[config.mk]
export PLATFORM = sky130hd
export DESIGN_NAME = slotlink_fetch_seq
export DESIGN_NICKNAME = d
export VERILOG_FILES = /design/src/rtl/slotseq_pkg.sv /design/src/rtl/slotseq_blk_reg.sv /design/src/rtl/slotseq_slot_reg.sv /design/src/rtl/slotseq_lit_addr.sv /design/src/rtl/slotlink_fetch_seq.sv
export SDC_FILE = /design/constraint.sdc
export NUM_CORES = 1
export LEC_CHECK = 0
export BUFFER_PORTS_ARGS = -buffer_cell sky130_fd_sc_hd__buf_2
export CORE_AREA = 8 8 69 83
export DETAILED_ROUTE_END_ITERATION = 10
export DIE_AREA = 0 0 77 91
export PLACE_DENSITY = 0.75
export REMOVE_ABC_BUFFERS = 1
export SLEW_MARGIN = 10
export SYNTH_ARGS = -nofsm -noshare
export SYNTH_HDL_FRONTEND = slang
export SYNTH_SLANG_ARGS = --single-unit
[constraint.sdc]
create_clock -name clk -period 1.5 [get_ports clk]
set_input_delay 0.075 -clock clk [delete_from_list [all_inputs] [get_ports clk]]
set_output_delay 0.075 -clock clk [all_outputs]
set_load 0.02 [all_outputs]
[src/rtl/slotseq_pkg.sv]
package slotseq_pkg;
   // Source of the next block-register value.
   typedef enum logic [1:0] {
      BSRC_KEEP   = 2'd0,
      BSRC_TARGET = 2'd1,
      BSRC_RETURN = 2'd2,
      BSRC_ALU    = 2'd3
   } blk_src_e;

   localparam int unsigned SLOTSEQ_BLK_W  = 16;
   localparam int unsigned SLOTSEQ_SLOT_W = 3;
   localparam int unsigned SLOTSEQ_DISP_W = 8;
endpackage

[src/rtl/slotseq_blk_reg.sv]
module slotseq_blk_reg
   import slotseq_pkg::*;
#(
   parameter int unsigned BLK_W      = SLOTSEQ_BLK_W,
   parameter bit          FORCE_EVEN = 1'b1
) (
   input  logic             clk,
   input  logic             rst_n,
   input  logic             hold,
   input  logic             jump,
   input  logic             call,
   input  logic             ret,
   input  logic             wr,
   input  logic [BLK_W-1:0] target,
   input  logic [BLK_W-1:0] ret_blk,
   input  logic [BLK_W-1:0] alu,
   output logic [BLK_W-1:0] blk_q
);
   generate
      if (BLK_W < 2) begin : g_bad_w
         $error("slotseq_blk_reg: BLK_W must be at least 2");
      end
   endgenerate

   blk_src_e         src;
   logic [BLK_W-1:0] raw_d;
   logic [BLK_W-1:0] blk_d;

   always_comb begin
      if (ret)               src = BSRC_RETURN;
      else if (call || jump) src = BSRC_TARGET;
      else if (wr)           src = BSRC_ALU;
      else                   src = BSRC_KEEP;
   end

   always_comb begin
      unique case (src)
         BSRC_RETURN: raw_d = ret_blk;
         BSRC_TARGET: raw_d = target;
         BSRC_ALU:    raw_d = alu;
         default:     raw_d = blk_q;
      endcase
   end

   generate
      if (FORCE_EVEN) begin : g_even
         assign blk_d = raw_d & ~BLK_W'(1);
      end else begin : g_any
         assign blk_d = raw_d;
      end
   endgenerate

   always_ff @(posedge clk or negedge rst_n) begin
      if (!rst_n)     blk_q <= '0;
      else if (!hold) blk_q <= blk_d;
   end

   AST_BLK_EVEN: assert property (@(posedge clk) disable iff (!rst_n)
      !FORCE_EVEN || (blk_q[0] == 1'b0))
      else $error("block register bit 0 set");

   AST_BLK_HOLD: assert property (@(posedge clk) disable iff (!rst_n)
      hold |=> $stable(blk_q))
      else $error("block register moved under hold");

   AST_BLK_KEEP: assert property (@(posedge clk) disable iff (!rst_n)
      (!jump && !call && !ret && !wr) |=> $stable(blk_q))
      else $error("block register moved without a load");

   AST_JUMP_LOAD: assert property (@(posedge clk) disable iff (!rst_n)
      (!hold && jump && !ret) |=>
         (blk_q[BLK_W-1:1] == $past(target[BLK_W-1:1])))
      else $error("jump did not load target");
endmodule

[src/rtl/slotseq_slot_reg.sv]
module slotseq_slot_reg
   import slotseq_pkg::*;
#(
   parameter int unsigned SLOT_W = SLOTSEQ_SLOT_W
) (
   input  logic              clk,
   input  logic              rst_n,
   input  logic              hold,
   input  logic              xfer,
   input  logic              add_br,
   input  logic              br_inv,
   input  logic              carry,
   input  logic [SLOT_W-1:0] nxt_slot,
   input  logic [SLOT_W-1:0] alt_slot,
   output logic [SLOT_W-1:0] slot_q
);
   generate
      if (SLOT_W < 1) begin : g_bad_w
         $error("slotseq_slot_reg: SLOT_W must be at least 1");
      end
   endgenerate

   logic              taken;
   logic [SLOT_W-1:0] slot_d;

   assign taken  = add_br && !xfer && (carry ^ br_inv);
   assign slot_d = taken ? alt_slot : nxt_slot;

   always_ff @(posedge clk or negedge rst_n) begin
      if (!rst_n)     slot_q <= '0;
      else if (!hold) slot_q <= slot_d;
   end

   AST_SLOT_HOLD: assert property (@(posedge clk) disable iff (!rst_n)
      hold |=> $stable(slot_q))
      else $error("slot moved under hold");

   AST_BR_TAKEN: assert property (@(posedge clk) disable iff (!rst_n)
      (!hold && add_br && !xfer && (carry != br_inv)) |=> (slot_q == $past(alt_slot)))
      else $error("add-branch did not take alternate slot");

   AST_XFER_SLOT: assert property (@(posedge clk) disable iff (!rst_n)
      (!hold && xfer) |=> (slot_q == $past(nxt_slot)))
      else $error("transfer did not use next-slot field");
endmodule

[src/rtl/slotseq_lit_addr.sv]
module slotseq_lit_addr
   import slotseq_pkg::*;
#(
   parameter int unsigned BLK_W  = SLOTSEQ_BLK_W,
   parameter int unsigned SLOT_W = SLOTSEQ_SLOT_W,
   parameter int unsigned DISP_W = SLOTSEQ_DISP_W
) (
   input  logic [BLK_W-1:0]        blk,
   input  logic [DISP_W-1:0]       disp,
   output logic [BLK_W+SLOT_W-1:0] lit_addr
);
   localparam int unsigned AW = BLK_W + SLOT_W;

   generate
      if (DISP_W > AW) begin : g_bad_w
         $error("slotseq_lit_addr: DISP_W wider than the address");
      end
   endgenerate

   assign lit_addr = {blk, {SLOT_W{1'b0}}} + AW'(disp);
endmodule

[src/rtl/slotlink_fetch_seq.sv]
module slotlink_fetch_seq
   import slotseq_pkg::*;
#(
   parameter int unsigned BLK_W      = SLOTSEQ_BLK_W,
   parameter int unsigned SLOT_W     = SLOTSEQ_SLOT_W,
   parameter int unsigned DISP_W     = SLOTSEQ_DISP_W,
   parameter bit          FORCE_EVEN = 1'b1
) (
   input  logic                     clk,
   input  logic                     rst_n,
   input  logic                     hold_i,
   input  logic [SLOT_W-1:0]        nxt_slot_i,
   input  logic [SLOT_W-1:0]        alt_slot_i,
   input  logic                     jump_i,
   input  logic                     call_i,
   input  logic                     ret_i,
   input  logic                     add_br_i,
   input  logic                     br_inv_i,
   input  logic                     carry_i,
   input  logic                     blk_wr_i,
   input  logic [BLK_W-1:0]         target_i,
   input  logic [BLK_W-1:0]         ret_blk_i,
   input  logic [BLK_W-1:0]         alu_i,
   input  logic [DISP_W-1:0]        disp_i,
   output logic [BLK_W+SLOT_W-1:0]  fetch_addr_o,
   output logic [BLK_W-1:0]         ret_addr_o,
   output logic [BLK_W+SLOT_W-1:0]  lit_addr_o
);
   localparam int unsigned AW = BLK_W + SLOT_W;

   logic [BLK_W-1:0]  blk_q;
   logic [SLOT_W-1:0] slot_q;
   logic              xfer;

   assign xfer = jump_i | call_i | ret_i;

   slotseq_blk_reg #(.BLK_W(BLK_W), .FORCE_EVEN(FORCE_EVEN)) u_blk (
      .clk     (clk),
      .rst_n   (rst_n),
      .hold    (hold_i),
      .jump    (jump_i),
      .call    (call_i),
      .ret     (ret_i),
      .wr      (blk_wr_i),
      .target  (target_i),
      .ret_blk (ret_blk_i),
      .alu     (alu_i),
      .blk_q   (blk_q)
   );

   slotseq_slot_reg #(.SLOT_W(SLOT_W)) u_slot (
      .clk      (clk),
      .rst_n    (rst_n),
      .hold     (hold_i),
      .xfer     (xfer),
      .add_br   (add_br_i),
      .br_inv   (br_inv_i),
      .carry    (carry_i),
      .nxt_slot (nxt_slot_i),
      .alt_slot (alt_slot_i),
      .slot_q   (slot_q)
   );

   slotseq_lit_addr #(.BLK_W(BLK_W), .SLOT_W(SLOT_W), .DISP_W(DISP_W)) u_lit (
      .blk      (blk_q),
      .disp     (disp_i),
      .lit_addr (lit_addr_o)
   );

   assign fetch_addr_o = {blk_q, slot_q};
   assign ret_addr_o   = blk_q;

   AST_FETCH_HOLD: assert property (@(posedge clk) disable iff (!rst_n)
      hold_i |=> (fetch_addr_o == AW'($past(fetch_addr_o))))
      else $error("fetch address moved under hold");

   AST_CALL_RET: assert property (@(posedge clk) disable iff (!rst_n)
      (!hold_i && call_i && !ret_i) |=> (ret_addr_o[BLK_W-1:1] == $past(target_i[BLK_W-1:1])))
      else $error("call did not load target block");
endmodule

==> run summary <==
ant diodes: 0
Initial Util: 33.3%
Setup CP Type: register to primary output
Remaining DRCs: 0
final cycle utilization of the critical path: 140%
Final min period: 2.10 ns
Pwr Density: 908 mW/mm^2
Root Driver: clkbuf_8
top cell family by delay on the critical path: adder cells
pre-CTS setup slack: -0.480 ns
peak supply drop: 0.000489 V
CP cell instances: ha_2 > fa_2 > a211oi_4 > nor2_4 > nand3_1 > xnor2_1 > buf_4
DRT Wirelength: 5170 um
worst min path class: input port to register
Reg2Reg Setup Slack: 0.58 ns
Site Rows: 27
Ys Warns: 0
# clock sinks: 18
Vias per Instance: 4.86
routed wl met2: 2820 um
Overall Power: 0.00206 W
post-route ant nets: 0
Placer Congestion: 0.783
reg2reg start: u_blk.blk_q[1]$_DFFE_PN0P_
share of layout cells above drive strength 1: 56.8%
GR Util All Layers: 13.8%
Post-Synthesis Cells: 162
Worst Setup Start Kind: register
nets: 352
final hold vios: 0
Setup crit end: lit_addr_o[14]
Filler cells: 446
f_max: 477 MHz
CP startpoint: u_blk.blk_q[1]$_DFFE_PN0P_
top layer in use: met4
M1 WL: 1980 um
DR WL met3: 354 um
critical path's largest stage delay: 0.39 ns
Crit path required time: 1.42 ns
CP max FO: 6
CTS max path bufs: 2
detailed placement HPWL: 4240 um
R2R cell count: 4
Post-Synthesis Cell Area: 0.00148 sq mm
hold slack: 0.140 ns
io pins: 126
clock latency on the worst-skew pair: 0.25 ns
final setup margin: -0.596 ns
Slew Limit Fails: 0
failing checks: negative setup slack
DR WL/cell: 15.6 um
global-route wire length before repair: 8060 um
Clk pin slew, worst setup/hold paths: 0.07 ns
Pre-Repair DR Iteration Count: 4
Die H: 91 um
WP data arrival: 2.02 ns
area grow syn2layout: 52.7%
via count: 1610
final setup fails: 14
Die ar.: 0.00701 sq mm
fin util: 50.8%
CTS tree: yes
Core ar.: 0.00446 sq mm
initial antenna violation count: 0
1st-iter DRT viols: 53
final setup TNS: -6.10 ns
register area: 450 sq um
FF-to-FF End: u_blk.blk_q[1]$_DFFE_PN0P_
input/output buffers: 112
WP depth: 7
die width: 77 um
post-synthesis sequential area ratio: 30.4%
vias in the first global route: 1741
H-tree depth: 1
max_cap viols: 0
RSZ-0062 raised after global routing: yes
Max Clock Skew: 0 ns
outcome: complete, but fails checks
Buf/Inv on CP: 1
Critical Path End Type: primary output
Synth cell types: 29
Overflow after GRT: 0
syn_area_per_cell: 9.16 sq um
pin count of the biggest net entering global routing: 31
Multi-input gate area: 908 sq um
Seq cells post-synth: 18
CTS Buf Count: 3
slowest CP cell: dfrtp_1
P_leak: 1.08 nW
==> per-layer routing <==
layer  up-vias  GRT usage [%]
met5         -              0
met4         0           3.63
li1        798              -
met2        60           25.3
met1       750           14.7
met3         2           4.64
==> cell type report <==
cell class | count | area share, %
flip-flops and latches | 18 | 19.9
inverters | 1 | 0.166
clock buffers | 3 | 1.82
multi-input cells | 114 | 40.1
well taps | 58 | 3.20
repair buffers | 137 | 34.8
==> flip-flops by register name, indices dropped and copies added (netlist names) <==
signal         count
u_blk.blk_q       15
u_slot.slot_q      3
==> cells in the final DEF (no fill, tap or decap) <==
cell           netlist  final
buf_4               21     31
buf_12               0      1
nand2_1              3      3
nor2_1              19     18
nor2b_1              1      1
ha_2                 0      1
o22ai_4              0      1
conb_1               1      2
ha_4                 0      2
nand4b_4             1      1
a21o_1               1      1
a21oi_1             18     17
xor2_1               3      3
dfrtp_1             18     18
nand3_1              4      3
mux2_2               3      3
buf_6                1      1
buf_2                3    103
xnor2_1             10     10
a21oi_2              0      1
a211oi_4             0      1
inv_1                1      1
o21ai_0              1      1
nand3_2              0      1
ha_1                 4      1
nor4b_4              1      1
clkbuf_8             0      3
and4_1               2      2
a211oi_2             0      1
a221oi_1            15     15
fa_2                 0      1
mux2_1               3      3
nand4_1              3      3
nor3b_1             15     15
dlygate4sd3_1        0      1
nor2_4               1      2
==> kinds of logic (layout without fill, tap and decap cells) <==
family                   count (synthesis)  count (layout)  synth area share, %
other                                    1               2                0.253
adder cells (fa/ha/maj)                  5               5                 4.72
flip-flops                              18              18                 30.4
AO/OA/AOI/OAI                           38              38                 17.2
XOR/XNOR                                13              13                 7.67
AND/OR/NAND/NOR                         50              50                 21.3
buffers and inverters                   31             141                 13.9
multiplexers                             6               6                 4.55
==> worst min path at each step <==
stage,endpoint,startpoint,cells after the start
after global routing,u_slot.slot_q[1]$_DFFE_PN0N_,hold_i,2
after detailed placement,u_blk.blk_q[2]$_DFFE_PN0P_,rst_n,1
final,u_blk.blk_q[4]$_DFFE_PN0P_,alu_i[4],3
after global placement,u_blk.blk_q[2]$_DFFE_PN0P_,rst_n,1
after CTS,u_blk.blk_q[4]$_DFFE_PN0P_,alu_i[4],3
after floorplan,u_blk.blk_q[10]$_DFFE_PN0P_,rst_n,0
==> repair_timing <==
| item | CTS | global route |
|---|---|---|
| endpoints found under the hold margin | 18 | 0 |
| endpoints found under the setup margin | 14 | 14 |
| setup buffers | 0 | 3 |
| gates resized for setup | 16 | 6 |
| hold buffers | 1 | 0 |
| pin swaps | 1 | 9 |
==> where the power goes <==
group          total, W  leakage [nW]  internal (W)  switching (W)
clock network  0.000337        0.0216      0.000178       0.000159
registers      0.000599         0.206      0.000545      0.0000538
logic           0.00112         0.854      0.000496       0.000625
total           0.00206          1.08       0.00122       0.000838
==> Yosys cell counts <==
library cell	n	area [sq um]
buf_2	3	15.0
inv_1	1	3.75
nor2b_1	1	6.26
o21ai_0	1	5.00
xor2_1	3	26.3
ha_1	4	50.1
a221oi_1	15	131
nand4b_4	1	23.8
o22ai_1	1	6.26
clkbuf_1	5	18.8
nor4b_4	1	23.8
nand4_1	3	18.8
fa_1	1	20.0
nand3_1	4	20.0
conb_1	1	3.75
buf_6	1	11.3
dfrtp_1	18	450
mux2_1	3	33.8
a21o_1	1	7.51
a21oi_1	18	90.1
nor2_4	1	11.3
xnor2_1	10	87.6
nor3b_1	15	113
and4_1	2	17.5
nor2_1	19	71.3
mux2_2	3	33.8
nand2_1	3	11.3
a211oi_1	2	15.0
buf_4	21	158
==> per-stage QoR <==
step           cells  cell area [sq um]
4_1_cts          328               2200
5_1_grt          331               2270
2_1_floorplan    133               1280
3_5_place_dp     324               2090
3_3_place_gp     324               2090
6_report         331               2270
==> worst reg2reg max path: stages (launching register included) <==
cell	delay, ns
dfrtp_1	0.39
buf_4	0.14
buf_4	0.13
nor2_1	0.09
a21oi_1	0.05
Note: power is estimated with default switching activity, not from simulation.
